[src/rtl/trap_pkg.sv]
package trap_pkg;
  typedef enum logic [1:0] {
    LVL_NONE = 2'd0,
    LVL_B    = 2'd1,
    LVL_A    = 2'd2,
    LVL_RST  = 2'd3
  } trap_lvl_e;

  localparam int unsigned LVL_CNT = 3;
endpackage

[src/rtl/trap_flags.sv]
// One group of trap flags with a pending bit per source.
module trap_flags #(
  parameter int unsigned N = 3
) (
  input  logic         clk,
  input  logic         rst_n,
  input  logic [N-1:0] req,
  input  logic         clr_we,
  input  logic [N-1:0] clr_keep,
  input  logic [N-1:0] consume,
  output logic [N-1:0] flags,
  output logic [N-1:0] pend
);
  logic [N-1:0] new_req, wipe, flags_d, pend_d;

  always_comb begin
    new_req = req & ~flags;              // set flag blocks re-entry
    wipe    = clr_we ? ~clr_keep : '0;   // zero bits clear
    flags_d = (flags & ~wipe) | new_req;
    pend_d  = (pend & ~consume) | new_req;
  end

  always_ff @(posedge clk or negedge rst_n) begin
    if (!rst_n) begin
      flags <= '0;
      pend  <= '0;
    end else begin
      flags <= flags_d;
      pend  <= pend_d;
    end
  end
endmodule

[src/rtl/trap_arbiter.sv]
// Picks the next entry: highest class first, fixed order inside class A.
module trap_arbiter import trap_pkg::*; #(
  parameter int unsigned N_RST      = 3,
  parameter int unsigned N_A        = 3,
  parameter int unsigned N_B        = 5,
  parameter int unsigned NUM_W      = 7,
  parameter int unsigned RST_NUM    = 0,
  parameter int unsigned A_NUM_BASE = 2,
  parameter int unsigned A_NUM_STEP = 2,
  parameter int unsigned B_NUM      = 10
) (
  input  logic [N_RST-1:0] pend_rst,
  input  logic [N_A-1:0]   pend_a,
  input  logic [N_B-1:0]   pend_b,
  input  trap_lvl_e        cur_lvl,
  input  logic             sw_pend,
  input  logic [NUM_W-1:0] sw_num,
  output logic             hw_go,
  output logic             sw_go,
  output trap_lvl_e        hw_lvl,
  output logic [NUM_W-1:0] sel_num,
  output logic [N_RST-1:0] use_rst,
  output logic [N_A-1:0]   use_a,
  output logic [N_B-1:0]   use_b
);
  logic [N_A-1:0] a_one;
  int unsigned    a_idx;
  logic           a_found;

  always_comb begin
    a_one   = '0;
    a_idx   = 0;
    a_found = 1'b0;
    for (int i = 0; i < int'(N_A); i++) begin
      if (pend_a[i] && !a_found) begin
        a_found  = 1'b1;
        a_one[i] = 1'b1;
        a_idx    = i;
      end
    end
  end

  always_comb begin
    if (|pend_rst)    hw_lvl = LVL_RST;
    else if (|pend_a) hw_lvl = LVL_A;
    else if (|pend_b) hw_lvl = LVL_B;
    else              hw_lvl = LVL_NONE;

    hw_go   = (hw_lvl > cur_lvl);
    sw_go   = sw_pend && !hw_go;
    use_rst = '0;
    use_a   = '0;
    use_b   = '0;
    sel_num = sw_num;

    if (hw_go) begin
      unique case (hw_lvl)
        LVL_RST: begin
          use_rst = pend_rst;
          sel_num = NUM_W'(RST_NUM);
        end
        LVL_A: begin
          use_a   = a_one;
          sel_num = NUM_W'(A_NUM_BASE + A_NUM_STEP * a_idx);
        end
        LVL_B: begin
          use_b   = pend_b;
          sel_num = NUM_W'(B_NUM);
        end
        default: sel_num = sw_num;
      endcase
    end
  end
endmodule

[src/rtl/trap_lvl_stack.sv]
// Active trap classes; one bit per class, top is the highest set bit.
module trap_lvl_stack import trap_pkg::*; (
  input  logic      clk,
  input  logic      rst_n,
  input  logic      push,
  input  trap_lvl_e push_lvl,
  input  logic      pop,
  output trap_lvl_e top_lvl,
  output logic      busy
);
  logic [LVL_CNT-1:0] act, act_d, top_mask, push_mask;

  always_comb begin
    top_mask = '0;
    top_lvl  = LVL_NONE;
    for (int i = 0; i < int'(LVL_CNT); i++) begin
      if (act[i]) begin
        top_mask    = '0;
        top_mask[i] = 1'b1;
        top_lvl     = trap_lvl_e'(2'(i + 1));
      end
    end
    push_mask = '0;
    if (push && push_lvl != LVL_NONE) push_mask[2'(push_lvl) - 2'd1] = 1'b1;
    act_d = (pop ? (act & ~top_mask) : act) | push_mask;
    busy  = |act;
  end

  always_ff @(posedge clk or negedge rst_n) begin
    if (!rst_n)          act <= '0;
    else if (push || pop) act <= act_d;
  end
endmodule

[src/rtl/trap_prio_ctrl.sv]
module trap_prio_ctrl import trap_pkg::*; #(
  parameter int unsigned N_RST      = 3,
  parameter int unsigned N_A        = 3,
  parameter int unsigned N_B        = 5,
  parameter int unsigned NUM_W      = 7,
  parameter int unsigned VEC_W      = 24,
  parameter int unsigned RST_NUM    = 0,
  parameter int unsigned A_NUM_BASE = 2,
  parameter int unsigned A_NUM_STEP = 2,
  parameter int unsigned B_NUM      = 10,
  parameter int unsigned FLAG_W     = N_RST + N_A + N_B
) (
  input  logic              clk,
  input  logic              rst_n,
  input  logic [N_RST-1:0]  rst_src_req,
  input  logic [N_A-1:0]    cls_a_req,
  input  logic [N_B-1:0]    cls_b_req,
  input  logic              sw_trap_req,
  input  logic [NUM_W-1:0]  sw_trap_num,
  input  logic              trap_ret,
  input  logic              flag_clr_we,
  input  logic [FLAG_W-1:0] flag_clr_data,
  output logic              take_o,
  output logic [VEC_W-1:0]  vec_o,
  output logic [NUM_W-1:0]  num_o,
  output logic [1:0]        prio_o,
  output logic              irq_block_o,
  output logic [FLAG_W-1:0] flags_o
);
  localparam int unsigned A_LO = N_RST;
  localparam int unsigned B_LO = N_RST + N_A;
  localparam int unsigned PAD_W = VEC_W - NUM_W - 2;

  logic [N_RST-1:0] fl_rst, pd_rst, use_rst;
  logic [N_A-1:0]   fl_a, pd_a, use_a;
  logic [N_B-1:0]   fl_b, pd_b, use_b;
  trap_lvl_e        cur_lvl, hw_lvl;
  logic             hw_go, sw_go, busy;
  logic [NUM_W-1:0] sel_num;

  logic             take_q, take_d;
  logic [NUM_W-1:0] num_q;
  logic             sw_pend_q, sw_pend_d, sw_accept;
  logic [NUM_W-1:0] sw_num_q;

  trap_flags #(.N(N_RST)) u_fl_rst (
    .clk(clk), .rst_n(rst_n), .req(rst_src_req), .clr_we(flag_clr_we),
    .clr_keep(flag_clr_data[A_LO-1:0]), .consume(use_rst),
    .flags(fl_rst), .pend(pd_rst)
  );

  trap_flags #(.N(N_A)) u_fl_a (
    .clk(clk), .rst_n(rst_n), .req(cls_a_req), .clr_we(flag_clr_we),
    .clr_keep(flag_clr_data[B_LO-1:A_LO]), .consume(use_a),
    .flags(fl_a), .pend(pd_a)
  );

  trap_flags #(.N(N_B)) u_fl_b (
    .clk(clk), .rst_n(rst_n), .req(cls_b_req), .clr_we(flag_clr_we),
    .clr_keep(flag_clr_data[FLAG_W-1:B_LO]), .consume(use_b),
    .flags(fl_b), .pend(pd_b)
  );

  trap_arbiter #(
    .N_RST(N_RST), .N_A(N_A), .N_B(N_B), .NUM_W(NUM_W), .RST_NUM(RST_NUM),
    .A_NUM_BASE(A_NUM_BASE), .A_NUM_STEP(A_NUM_STEP), .B_NUM(B_NUM)
  ) u_arb (
    .pend_rst(pd_rst), .pend_a(pd_a), .pend_b(pd_b), .cur_lvl(cur_lvl),
    .sw_pend(sw_pend_q), .sw_num(sw_num_q), .hw_go(hw_go), .sw_go(sw_go),
    .hw_lvl(hw_lvl), .sel_num(sel_num), .use_rst(use_rst), .use_a(use_a),
    .use_b(use_b)
  );

  trap_lvl_stack u_stk (
    .clk(clk), .rst_n(rst_n), .push(hw_go), .push_lvl(hw_lvl),
    .pop(trap_ret), .top_lvl(cur_lvl), .busy(busy)
  );

  // next-state
  always_comb begin
    sw_accept = sw_trap_req && !sw_pend_q;
    sw_pend_d = (sw_pend_q && !sw_go) || sw_accept;
    take_d    = hw_go || sw_go;
  end

  // registers
  always_ff @(posedge clk or negedge rst_n) begin
    if (!rst_n) begin
      take_q    <= 1'b0;
      sw_pend_q <= 1'b0;
    end else begin
      take_q    <= take_d;
      sw_pend_q <= sw_pend_d;
    end
  end

  always_ff @(posedge clk or negedge rst_n) begin
    if (!rst_n)      num_q <= '0;
    else if (take_d) num_q <= sel_num;
  end

  always_ff @(posedge clk or negedge rst_n) begin
    if (!rst_n)         sw_num_q <= '0;
    else if (sw_accept) sw_num_q <= sw_trap_num;
  end

  assign take_o      = take_q;
  assign num_o       = num_q;
  assign vec_o       = {{PAD_W{1'b0}}, num_q, 2'b00};
  assign prio_o      = 2'(cur_lvl);
  assign irq_block_o = busy;
  assign flags_o     = {fl_b, fl_a, fl_rst};
endmodule

[config.mk]
export PLATFORM = sky130hd
export DESIGN_NAME = trap_prio_ctrl
export DESIGN_NICKNAME = d
export VERILOG_FILES = /design/src/rtl/trap_pkg.sv /design/src/rtl/trap_flags.sv /design/src/rtl/trap_arbiter.sv /design/src/rtl/trap_lvl_stack.sv /design/src/rtl/trap_prio_ctrl.sv
export SDC_FILE = /design/constraint.sdc
export NUM_CORES = 1
export LEC_CHECK = 0
export ABC_AREA = 1
export CORE_AREA = 4 4 94 96
export DETAILED_ROUTE_END_ITERATION = 10
export DIE_AREA = 0 0 98 100
export DONT_BUFFER_PORTS = 1
export GPL_TIMING_DRIVEN = 0
export MAX_ROUTING_LAYER = met4
export PLACE_DENSITY = 0.39
export SYNTH_ARGS = -nofsm -noshare
export SYNTH_HDL_FRONTEND = slang
export SYNTH_SLANG_ARGS = --single-unit
export TNS_END_PERCENT = 100
[constraint.sdc]
create_clock -name clk -period 2.6 [get_ports clk]
set_input_delay 0.52 -clock clk [delete_from_list [all_inputs] [get_ports clk]]
set_output_delay 0.52 -clock clk [all_outputs]
set_load 0.1 [all_outputs]
* Word level (Yosys, flattened, before mapping) *
Index checks and enable logic that the tools add are counted.

word-level totals
  register bits = 41
  bits in latches = 0
  memory bits (writable) = 0
  memory bits (read-only) = 0
  output and inout port bits = 46
  memories kept = 0

cells by class
  $add $sub $neg = 2
  multiply operators = 0
  divide/modulo/power cells = 0
  magnitude comparators = 3
  equal/unequal tests = 3
  shifts and indexed selects = 0
  muxes and demuxes = 30
  bitwise operators = 30
  reductions and logical operators = 20

operator list
  cell                                                        count
  two-way mux 3 bit                                           10
  NOT 3 bit                                                   9
  bitwise AND 3 bit                                           7
  case mux 7 bit (3 select lines)                             1
  NOT 5 bit                                                   4
  bitwise AND 5 bit                                           3
  two-way mux 5 bit                                           3
  bitwise OR 3 bit                                            5
  two-way mux 2 bit                                           5
  bitwise OR 5 bit                                            2
  two-way mux 1 bit                                           9
  OR reduction 3 bit                                          3
  logical AND 1 bit                                           7
  two-way mux 7 bit                                           1
  zero test 1 bit                                             5
  OR reduction 5 bit                                          1
  adder 2 x 3 -> 4 bit, first input constant                  1
  == test 2 bit, second input constant                        2
  logical OR 1 bit                                            3
  less-than comparator 2 x 3 -> 1 bit, second input constant  1
  demux 1 bit (select 2 bit)                                  1
  == test 2 x 1 -> 1 bit, second input constant               1
  >= comparator 2 x 1 -> 1 bit, second input constant         1
  greater-than comparator 2 bit                               1
  2 further kinds                                             2

* Longest topological paths before layout *
Gate-level depths: netlist of the first run.

  depth after elaboration = 12
  depth in mapped cells = 14
  mapped depth without buffers = 13

* By module *
From an unflattened synthesis of the first run, not the netlist that was laid out.

unflattened totals
  cells, all modules = 291
  area total of the unflattened synthesis = 2209.6 um^2

modules (own cells, without submodules)
  module                   instances  cells an instance  area each (um^2)
  trap_prio_ctrl           1          89                 797.0
  trap_flags (u_fl_a ...)  2          30                 244.0
  trap_flags (u_fl_b)      1          50                 406.6
  trap_arbiter             1          73                 371.6
  trap_lvl_stack           1          19                 146.4

* Worst setup path before layout of the first run *
No wires, ideal clock.

  kind = reg-to-reg
  start = register u_stk.act[1]
  end = register u_fl_a.pend[2]
  arrival = 3.748 ns
  required time = 2.438 ns
  path slack = -1.311 ns
  cell stages (with the launch flop) = 8
  buffers on the path = 0
  cells stage by stage = dfrtp_1 > o21ai_0 > ha_1 > nand2_1 > a21boi_4 > nand2_2 > o21ai_0 > o21ai_0

between the ends
  word-level cells in the longest chain between the ends = 7

RTL lines
  item                            RTL line              text
  start: declaration              trap_lvl_stack.sv:11  logic [LVL_CNT-1:0] act, act_d, top_mask, push_mask;
  start signal: assignment        trap_lvl_stack.sv:31  else if (push || pop) act <= act_d;
  two-way mux 2 bit (2 in a row)  trap_lvl_stack.sv:17  if (act[i]) begin
  via prio_o[0]                   trap_prio_ctrl.sv:26  output logic [1:0] prio_o,
  greater-than comparator 2 bit   trap_arbiter.sv:49    hw_go = (hw_lvl > cur_lvl);
  two-way mux 3 bit               trap_arbiter.sv:56    if (hw_go) begin
  NOT 3 bit                       trap_flags.sv:20      pend_d = (pend & ~consume) | new_req;
  bitwise AND 3 bit               trap_flags.sv:20
  bitwise OR 3 bit                trap_flags.sv:20
  via u_fl_a.pend_d[2]            trap_flags.sv:14      logic [N-1:0] new_req, wipe, flags_d, pend_d;
  end signal: assignment          trap_flags.sv:29      pend <= pend_d;
  end: declaration                trap_flags.sv:12      output logic [N-1:0] pend

The timed path passes the listed nets, and every way through them passes these cells.
A chain may end at the register's enable or synchronous reset.

* Worst setup path after layout of the first run *
  start = register u_stk.act[1]
  end = register u_fl_a.pend[1]

The elaborated chain is that of the path after synthesis.

==> impl_metrics.json, run 1 <==
{
  "die_w_um": 98,
  "vias": 1374,
  "cts.sinks": 41,
  "hold_viol": 0,
  "syn_inst": 212,
  "initialDrtViolationCount": 14,
  "ys_ff_latch": 41,
  "grt_max_degree": 42,
  "endpoint_kind": "register",
  "cts_buffer_depth": 2,
  "dpl_worst_slack_ns": -0.08496,
  "final_max_slew_viol_count": 0,
  "setup_viol": 0,
  "io_pins": 80,
  "worstPathMaxFanout": 7,
  "nets": 272,
  "period_needed_ns": 2.358,
  "start_util_pct": 24.38,
  "tightest_slew_ns": 0.9788,
  "dp_hpwl_mm": 3.177,
  "root_buffer": "clkbuf_8",
  "layout-drive-gt1-share_pct": 23.63,
  "status": "finished clean",
  "grt_pass1_vias": 1296,
  "rsz0062_at_grt": "no",
  "fin_setup_tns_ns": 0,
  "clk_pin_slew_worst_paths_ns": 0.09,
  "relSlewSlack_pct": 34.74,
  "ant_nets": 0,
  "drt-total-wl_mm": 4.279,
  "cp.required_ns": 2.74,
  "timing.final.crit_share_pct": 90.68,
  "syn_area_um2": 1963,
  "worstSkewPairLatency_ns": 0.30,
  "final.hold.worst_slack_ns": 0.06337,
  "ys_seq_area_share_pct": 52.26,
  "dieArea_um2": 9800,
  "max_freq_mhz": 424.1,
  "gp_congestion": 0.7587,
  "postCtsSetupRepairBufs": 0,
  "antenna_found_initial": 0,
  "core_um2": 8051,
  "crit_type": "register to register",
  "synth_area_per_cell_um2": 9.260,
  "drc": 0,
  "cts_tree": "done",
  "num_antenna_cells": 0,
  "grt_pass1_wl_mm": 6.596,
  "die_h_um": 100,
  "overflow": 0,
  "min_path_type": "input pin to asynchronous set/reset pin",
  "worst_slack_ns": 0.2423,
  "arrival_ns": 2.50,
  "grtUsageTotal_pct": 8.921,
  "cts_max_level": 2,
  "via_per_inst": 4.018,
  "first_pass_iters": 4,
  "critPathLaunchType": "register",
  "port-buffer-count": 0,
  "ys_warn_count": 0,
  "synthDistinctLibCells": 22,
  "numCtsBuffers": 5,
  "finalClockSkew_ns": 0.008989,
  "wire_per_inst_um": 12.51,
  "fillerInstances": 866,
  "synthToLayoutAreaGrowth_pct": 16.13,
  "maxCapViolations": 0,
  "row_count": 33
}
per-layer routing:
layer	global-route usage, %	vias up	part of all wire [%]
met1	12.24	623	50
li1	-	685	-
met3	2.641	5	6.6
met5	-	-	0
met2	12.46	61	43
met4	3.195	0	1.1
worst max-delay path: stages (launching register included):
cell	delay (ns)
dfrtp_1	0.42
o21ai_4	0.61
ha_1	0.35
nand2_1	0.10
a21boi_4	0.32
nand2_2	0.13
o21ai_0	0.17
o21ai_0	0.11
timing repair:
action | 4_1_cts | 5_1_grt
setup endpoints to repair | 14 | 0
hold buffers | 1 | 0
gates resized for setup | 1 | 0
hold endpoints to repair | 41 | 0
metrics by stage:
stage	utilization [%]	area, um^2	cells
3_3_place_gp	26.81	2158	333
5_1_grt	28.31	2280	342
6_report	28.31	2280	342
2_1_floorplan	-	2027	228
4_1_cts	28.31	2280	342
3_5_place_dp	26.81	2158	333
logic make-up (layout without fill, tap and decap cells):
| logic type | after synthesis | in the layout | share of synthesized area [%] |
|---|---|---|---|
| AND/OR/NAND/NOR | 63 | 63 | 15.55 |
| buffers and inverters | 54 | 63 | 15.10 |
| AO/OA/AOI/OAI | 46 | 46 | 12.75 |
| flip-flops | 41 | 41 | 52.26 |
| multiplexers | 5 | 5 | 2.868 |
| adder cells (fa/ha/maj) | 2 | 2 | 1.274 |
| other | 1 | 17 | 0.1910 |
registers in the layout (all words and copies together) (netlist names):
name / flops
u_fl_a.pend: 3
u_fl_b.flags: 5
u_fl_rst.flags: 3
u_stk.act: 3
take_o: 1
num_o: 7
sw_num_q: 7
sw_pend_q: 1
u_fl_a.flags: 3
u_fl_b.pend: 5
u_fl_rst.pend: 3
cells in the mapped netlist (all sizes together):
cell / n / share of area (%)
o21ai: 38 / 9.7
ha: 2 / 1.3
nand3b: 2 / 0.76
conb: 1 / 0.19
nand3: 9 / 3.2
a21oi: 5 / 1.5
nand2: 37 / 8.0
clkbuf: 1 / 0.19
buf: 25 / 9.6
inv: 28 / 5.4
nor2: 15 / 3.6
mux2: 5 / 2.9
dfrtp: 41 / 52
o22ai: 2 / 0.64
a21boi: 1 / 0.96
placed cells by master (no fill, tap or decap):
master / Yosys / routed
o21ai_0: 38 / 37
nand3b_1: 2 / 2
nor2_2: 3 / 3
inv_1: 27 / 27
dfrtp_1: 41 / 41
inv_2: 1 / 1
nand2_1: 30 / 30
conb_1: 1 / 17
a21oi_2: 1 / 1
ha_1: 2 / 2
nand3_4: 1 / 1
clkbuf_1: 1 / 1
mux2_2: 5 / 5
nand2_2: 7 / 7
nand3_2: 1 / 1
nor2_1: 11 / 11
clkbuf_8: 0 / 5
nand3_1: 7 / 7
buf_16: 0 / 1
buf_4: 25 / 25
o21ai_4: 0 / 1
clkinv_2: 0 / 2
a21oi_1: 4 / 4
a21boi_4: 1 / 1
o22ai_1: 2 / 2
clkinvlp_4: 0 / 1
nor2_4: 1 / 1
layout make-up:
cell class / count / area, um^2 / area share [%]
buffer: 26 / 191.4 / 8.397
tap: 105 / 131.4 / 5.763
clock inverter: 3 / 17.52 / 0.7684
timing repair buffer: 1 / 27.53 / 1.207
multi-input combinational: 133 / 711.9 / 31.23
inverter: 28 / 105.1 / 4.610
sequential: 41 / 1026 / 45.01
clock buffer: 5 / 68.82 / 3.019
final timing paths:
path | start | slack (ns) | cells after the start | to
worst max-delay path | u_stk.act[1]$_DFFE_PN0P_ | 0.24 | 7 | u_fl_a.pend[1]$_DFF_PN0_
worst min-delay path | rst_n | 0.06 | 1 | u_fl_b.flags[3]$_DFF_PN0_
worst max register to register | u_stk.act[1]$_DFFE_PN0P_ | 0.24 | 7 | u_fl_a.pend[1]$_DFF_PN0_
worst min register to register | sw_num_q[4]$_DFFE_PN0P_ | 0.50 | 2 | num_o[4]$_DFFE_PN0P_
max in group asynchronous | rst_n | 2.35 | 1 | u_fl_rst.pend[1]$_DFF_PN0_
min in group clk | trap_ret | 0.32 | 1 | u_stk.act[2]$_DFFE_PN0P_
Power of run 1 is left out: the tool's default activity adds up to more than one toggle a clock period on the data nets, which glitch-free logic cannot reach.
==> run 2, diff against run 1 <==
--- a/config.mk
+++ b/config.mk
@@ -13,6 +13,8 @@
 export GPL_TIMING_DRIVEN = 0
 export MAX_ROUTING_LAYER = met4
 export PLACE_DENSITY = 0.39
+export REMOVE_ABC_BUFFERS = 1
+export SLEW_MARGIN = 40
 export SYNTH_ARGS = -nofsm -noshare
 export SYNTH_HDL_FRONTEND = slang
 export SYNTH_SLANG_ARGS = --single-unit
==> impl_metrics.json, run 2 (synthesis gave the netlist of run 1 again) <==
{
  "r2r_cells": 9,
  "layout-drive-gt1-share_pct": 23.47,
  "fin_setup_tns_ns": 0,
  "final_core_util_pct": 27.23,
  "initialDrtViolationCount": 33,
  "cts.sinks": 41,
  "slowest_delay_ns": 0.43,
  "slowest_stage": "dfrtp_1",
  "r2r_slack_ns": 0.47,
  "die_w_um": 98,
  "gp_congestion": 0.6741,
  "status": "finished clean",
  "io_pins": 80,
  "worstSkewPairLatency_ns": 0.29,
  "grt_pass1_wl_mm": 6.582,
  "drc": 0,
  "maxCapViolations": 0,
  "crit_buf_inv": 2,
  "crit_type": "register to register",
  "max_freq_mhz": 470.0,
  "worstPathMaxFanout": 8,
  "nets": 248,
  "wire_per_inst_um": 12.95,
  "row_count": 33,
  "vias": 1291,
  "timing.final.crit_share_pct": 81.84,
  "cts_max_level": 2,
  "hold_viol": 0,
  "final_area_um2": 2192,
  "placed_area_um2": 2048,
  "reg2reg_from": "u_stk.act[1]$_DFFE_PN0P_",
  "period_needed_ns": 2.128,
  "fillerInstances": 858,
  "clk_pin_slew_worst_paths_ns": 0.08,
  "dieArea_um2": 9800,
  "grt_pass1_vias": 1278,
  "cts_buffer_depth": 2,
  "grtUsageTotal_pct": 8.922,
  "dp_hpwl_mm": 3.128,
  "finalClockSkew_ns": 0.006462,
  "endpoint_kind": "register",
  "antenna_found_initial": 0,
  "critPathLaunchType": "register",
  "port-buffer-count": 0,
  "numCtsBuffers": 5,
  "rsz0062_at_grt": "no",
  "ant_nets": 0,
  "layout_commonest_cell": "o21ai_0",
  "tightest_slew_ns": 0.8716,
  "num_antenna_cells": 0,
  "root_buffer": "clkbuf_8",
  "synthToLayoutAreaGrowth_pct": 11.66,
  "first_pass_iters": 4,
  "cp_common_cell": "nand2_1",
  "min_path_type": "input pin to asynchronous set/reset pin",
  "grt_max_degree": 42,
  "final_max_slew_viol_count": 0,
  "final_cell_mix": "o21ai_0, nand2_1, inv_1, dfrtp_1, conb_1",
  "core_um2": 8051,
  "r2r_end": "u_fl_b.pend[2]$_DFF_PN0_",
  "die_h_um": 100,
  "drt-total-wl_mm": 4.118,
  "cpLargestDelayFamily": "compound AO/OA/AOI/OAI gates",
  "overflow": 0,
  "relSlewSlack_pct": 41.93,
  "setup_viol": 0,
  "cp.required_ns": 2.76,
  "cts_tree": "done",
  "start_util_pct": 24.38,
  "via_per_inst": 4.060,
  "cts-resized-gates": 0,
  "arrival_ns": 2.29,
  "crit_chain": "o21ai_4, buf_16, buf_1, ha_1, nand2_1, a21boi_4, nand3_4, nand2_1, o21ai_0"
}
run 2: worst max-delay path by stage:
stage	startpoint	to	slack [ns]	depth (start not counted)
after CTS	u_fl_b.pend[3]$_DFF_PN0_	u_fl_b.pend[4]$_DFF_PN0_	0.39	9
after floorplan	u_stk.act[1]$_DFFE_PN0P_	u_fl_a.pend[2]$_DFF_PN0_	-1.31	7
final	u_stk.act[1]$_DFFE_PN0P_	u_fl_b.pend[2]$_DFF_PN0_	0.47	9
after detailed placement	u_fl_b.pend[1]$_DFF_PN0_	u_fl_b.pend[0]$_DFF_PN0_	0.41	9
after global placement	u_stk.act[1]$_DFFE_PN0P_	u_fl_b.pend[4]$_DFF_PN0_	-1.64	7
after global routing	u_fl_b.pend[3]$_DFF_PN0_	u_fl_b.pend[3]$_DFF_PN0_	0.20	9
run 2: final cells by class:
type                    count  area [um^2]  area share [%]
clock buffers               7        86.33           3.938
clock inverters             1        30.03           1.370
inverters                  28        105.1           4.795
multi-input cells         133        714.4           32.59
flip-flops and latches     41         1066           48.63
well taps                 105        131.4           5.993
repair buffers              3        58.81           2.683
run 2: worst reg2reg max path: cells and delay by family (launching register included):
family                     cells  cell delay, ns
AOI/OAI and AO/OA              3            0.62
adders and majority gates      1            0.23
DFF                            1            0.43
and+or+nand+nor                3            0.40
buffers and inverters          2            0.31
run 2: what timing repair did:
| item | in CTS | in global routing |
|---|---|---|
| hold endpoints to repair | 41 | 0 |
| hold buffers | 1 | 0 |
| buffers inserted | 0 | 0 |
run 2: through the flow:
stage               setup slack [ns]  instances  hold WS (ns)
floorplan                     -1.311        202        0.2244
global placement              -1.636        307        0.2255
detailed placement            0.4107        309        0.2260
CTS                           0.3915        318       0.05759
global route                  0.2041        318       0.05525
finish                        0.4722        318       0.06458
run 2: per-layer routing:
layer | track usage [%] | part of all wire (%) | vias to the layer above
li1 | - | - | 633
met1 | 10.93 | 45 | 606
met2 | 13.82 | 47 | 50
met3 | 2.710 | 6.2 | 2
met4 | 3.514 | 1.2 | 0
met5 | - | 0 | -
Power of run 2 is left out for the same reason.
==> run 3, diff against run 2 <==
--- a/config.mk
+++ b/config.mk
@@ -5,14 +5,14 @@
 export SDC_FILE = /design/constraint.sdc
 export NUM_CORES = 1
 export LEC_CHECK = 0
-export ABC_AREA = 1
+export ABC_AREA = 0
 export CORE_AREA = 4 4 94 96
 export DETAILED_ROUTE_END_ITERATION = 10
 export DIE_AREA = 0 0 98 100
 export DONT_BUFFER_PORTS = 1
 export GPL_TIMING_DRIVEN = 0
 export MAX_ROUTING_LAYER = met4
-export PLACE_DENSITY = 0.39
+export PLACE_DENSITY = 0.4
 export REMOVE_ABC_BUFFERS = 1
 export SLEW_MARGIN = 40
 export SYNTH_ARGS = -nofsm -noshare
==> constraint.sdc (replaced) <==
create_clock -name clk -period 1.79 [get_ports clk]
set_input_delay 0.358 -clock clk [delete_from_list [all_inputs] [get_ports clk]]
set_output_delay 0.358 -clock clk [all_outputs]
set_load 0.1 [all_outputs]
==> impl_metrics.json, run 3 <==
{
  "via_per_inst": 4.280,
  "cts_buffer_depth": 2,
  "layout-drive-gt1-share_pct": 40.10,
  "post-place-cells": 278,
  "r2r_slack_ns": -0.40,
  "first_pass_iters": 4,
  "synth_edf_count": 0,
  "synth_area_per_cell_um2": 10.64,
  "cts_tree": "done",
  "final_core_util_pct": 30.41,
  "grt_pass1_wl_mm": 7.879,
  "syn_inst": 183,
  "arrival_ns": 2.38,
  "r2r_cells": 8,
  "r2r_end": "num_o[3]$_DFFE_PN0P_",
  "status": "finished, violations left",
  "dp_hpwl_mm": 3.161,
  "numCtsBuffers": 5,
  "row_count": 33,
  "synthMostInstantiatedCell": "dfrtp_1",
  "wire_per_inst_um": 15.66,
  "crit_chain": "or3_4, nor3_4, o21a_1, ha_4, and2b_4, o21a_4, mux2i_1, o221a_1",
  "final.hold.worst_slack_ns": 0.1884,
  "hold_viol": 0,
  "cp.required_ns": 1.98,
  "max_freq_mhz": 456.5,
  "fin_cells": 307,
  "port-buffer-count": 0,
  "die_h_um": 100,
  "gp_congestion": 0.6927,
  "synthToLayoutAreaGrowth_pct": 25.77,
  "die_w_um": 98,
  "antenna_found_initial": 0,
  "fin_setup_tns_ns": -7.100,
  "grtUsageTotal_pct": 10.62,
  "final_cell_mix": "dfrtp_1, inv_1, o21ai_0, conb_1, buf_4",
  "vias": 1314,
  "rsz0062_at_grt": "yes",
  "io_pins": 80,
  "tightest_slew_ns": 0.8632,
  "setup_viol": 23,
  "synthDistinctLibCells": 36,
  "syn_area_um2": 1947,
  "layout_commonest_cell": "dfrtp_1",
  "holdPathEnd": "sw_num_q[1]$_DFFE_PN0P_",
  "grt_max_degree": 42,
  "endpoint_kind": "register",
  "synth_top_area_share_pct": 52.70,
  "slowest_delay_ns": 0.41,
  "reg2reg_from": "u_fl_b.pend[3]$_DFF_PN0_",
  "met1_length_mm": 2.213,
  "min_path_type": "input pin to register",
  "grt_pass1_vias": 1411,
  "cts_max_level": 2,
  "worstSkewPairLatency_ns": 0.30,
  "maxCapViolations": 0,
  "failed_checks": "setup timing",
  "netlist_top_cells_area": "dfrtp_1, buf_4, o21ai_0, inv_1, a22o_1",
  "period_needed_ns": 2.191,
  "num_antenna_cells": 0,
  "crit_type": "register to register",
  "ys_warn_count": 0,
  "ys_seq_area_share_pct": 52.70,
  "dr.max_layer_used": "met4",
  "synth_common_cells": "dfrtp_1, buf_4, o21ai_0",
  "final_max_slew_viol_count": 0,
  "ys_ff_latch": 41,
  "initialDrtViolationCount": 38,
  "critPathLaunchType": "register",
  "worstHoldPathCells": 1,
  "min-delay-start": "sw_trap_num[1]",
  "ant_nets": 0,
  "relSlewSlack_pct": 42.49,
  "drc": 0,
  "cts.sinks": 41,
  "slowest_stage": "or3_4",
  "yosys.area.top_type": "dfrtp_1",
  "timing.final.crit_share_pct": 122.4,
  "core_um2": 8051,
  "synth-main-ff-cell": "dfrtp_1",
  "worstPathMaxFanout": 6,
  "ys_async_sr_fraction_pct": 100.0,
  "dieArea_um2": 9800,
  "clk_pin_slew_worst_paths_ns": 0.09,
  "finalClockSkew_ns": 0.008059,
  "wl_met2_mm": 2.257,
  "start_util_pct": 24.18,
  "nets": 237,
  "met3_length_um": 282,
  "root_buffer": "clkbuf_8",
  "drt-total-wl_mm": 4.809,
  "worst_slack_ns": -0.4006,
  "overflow": 0
}
[run 3: cell types whose count changed after synthesis, moves of 4 or more]
cell / before / now
o21ai_0: 38 / 21
inv_1: 27 / 20
nand2_1: 30 / 12
nand2_2: 7 / 0
mux2_1: 0 / 4
nand3_1: 7 / 0
o22a_1: 0 / 5
mux2i_1: 0 / 5
nor2_1: 11 / 6
a22o_1: 0 / 6
o21ai_1: 0 / 5
[run 3: worst max path at each step]
stage,from,end,slack [ns],depth (start not counted)
after floorplan,u_stk.act[1]$_DFFE_PN0P_,num_o[1]$_DFFE_PN0P_,-0.61,7
after global placement,u_stk.act[1]$_DFFE_PN0P_,num_o[1]$_DFFE_PN0P_,-0.90,7
after detailed placement,u_fl_b.pend[3]$_DFF_PN0_,num_o[1]$_DFFE_PN0P_,-0.79,8
after CTS,u_fl_b.pend[1]$_DFF_PN0_,num_o[3]$_DFFE_PN0P_,-0.40,8
after global routing,u_fl_b.pend[3]$_DFF_PN0_,u_fl_a.pend[2]$_DFF_PN0_,-0.52,8
final,u_fl_b.pend[3]$_DFF_PN0_,num_o[3]$_DFFE_PN0P_,-0.40,8
[run 3: cell type report]
| class | instances | area (um^2) |
|---|---|---|
| timing repair buffer | 20 | 196.4 |
| clock inverter | 2 | 10.01 |
| tap | 105 | 131.4 |
| sequential | 41 | 1067 |
| inverter | 21 | 82.58 |
| multi-input combinational | 112 | 888.4 |
| clock buffer | 6 | 72.57 |
| fill | 865 | 5603 |
[run 3: repair_timing]
item | CTS | global route
hold buffers | 2 | 0
setup endpoints to repair | 24 | 24
setup buffers | 9 | 9
gates resized for setup | 25 | 17
gates cloned | 1 | 0
pin swaps | 12 | 14
endpoints found under the hold margin | 41 | 0
[run 3: kinds of logic after synthesis]
group	Yosys count	synth area share, %
multiplexers	12	6.619
flip-flops	41	52.70
AO/OA/AOI/OAI	49	16.45
AND/OR/NAND/NOR	31	8.998
other	1	0.1926
adder cells (fa/ha/maj)	2	1.285
buffers and inverters	47	13.75
[run 3: through the flow]
step,cell area (um^2),setup WS [ns]
floorplan,1818,-0.6083
global placement,1949,-0.8971
detailed placement,1992,-0.7919
CTS,2297,-0.3998
global route,2449,-0.5154
finish,2449,-0.4006
[run 3: metal layers]
metal	up-vias	global-route usage, %
met3	6	2.988
met1	633	13.71
met5	-	-
met4	0	3.195
met2	50	16.28
li1	625	-
[run 3: worst max-delay path, delay by kind of cell (launching register included)]
| kind | cells | cell delay, ns |
|---|---|---|
| multiplexers | 1 | 0.13 |
| flip-flops | 1 | 0.38 |
| AND/OR/NAND/NOR | 3 | 0.77 |
| adder cells (fa/ha/maj) | 1 | 0.13 |
| AO/OA/AOI/OAI | 3 | 0.65 |
Power of run 3 is left out for the same reason.
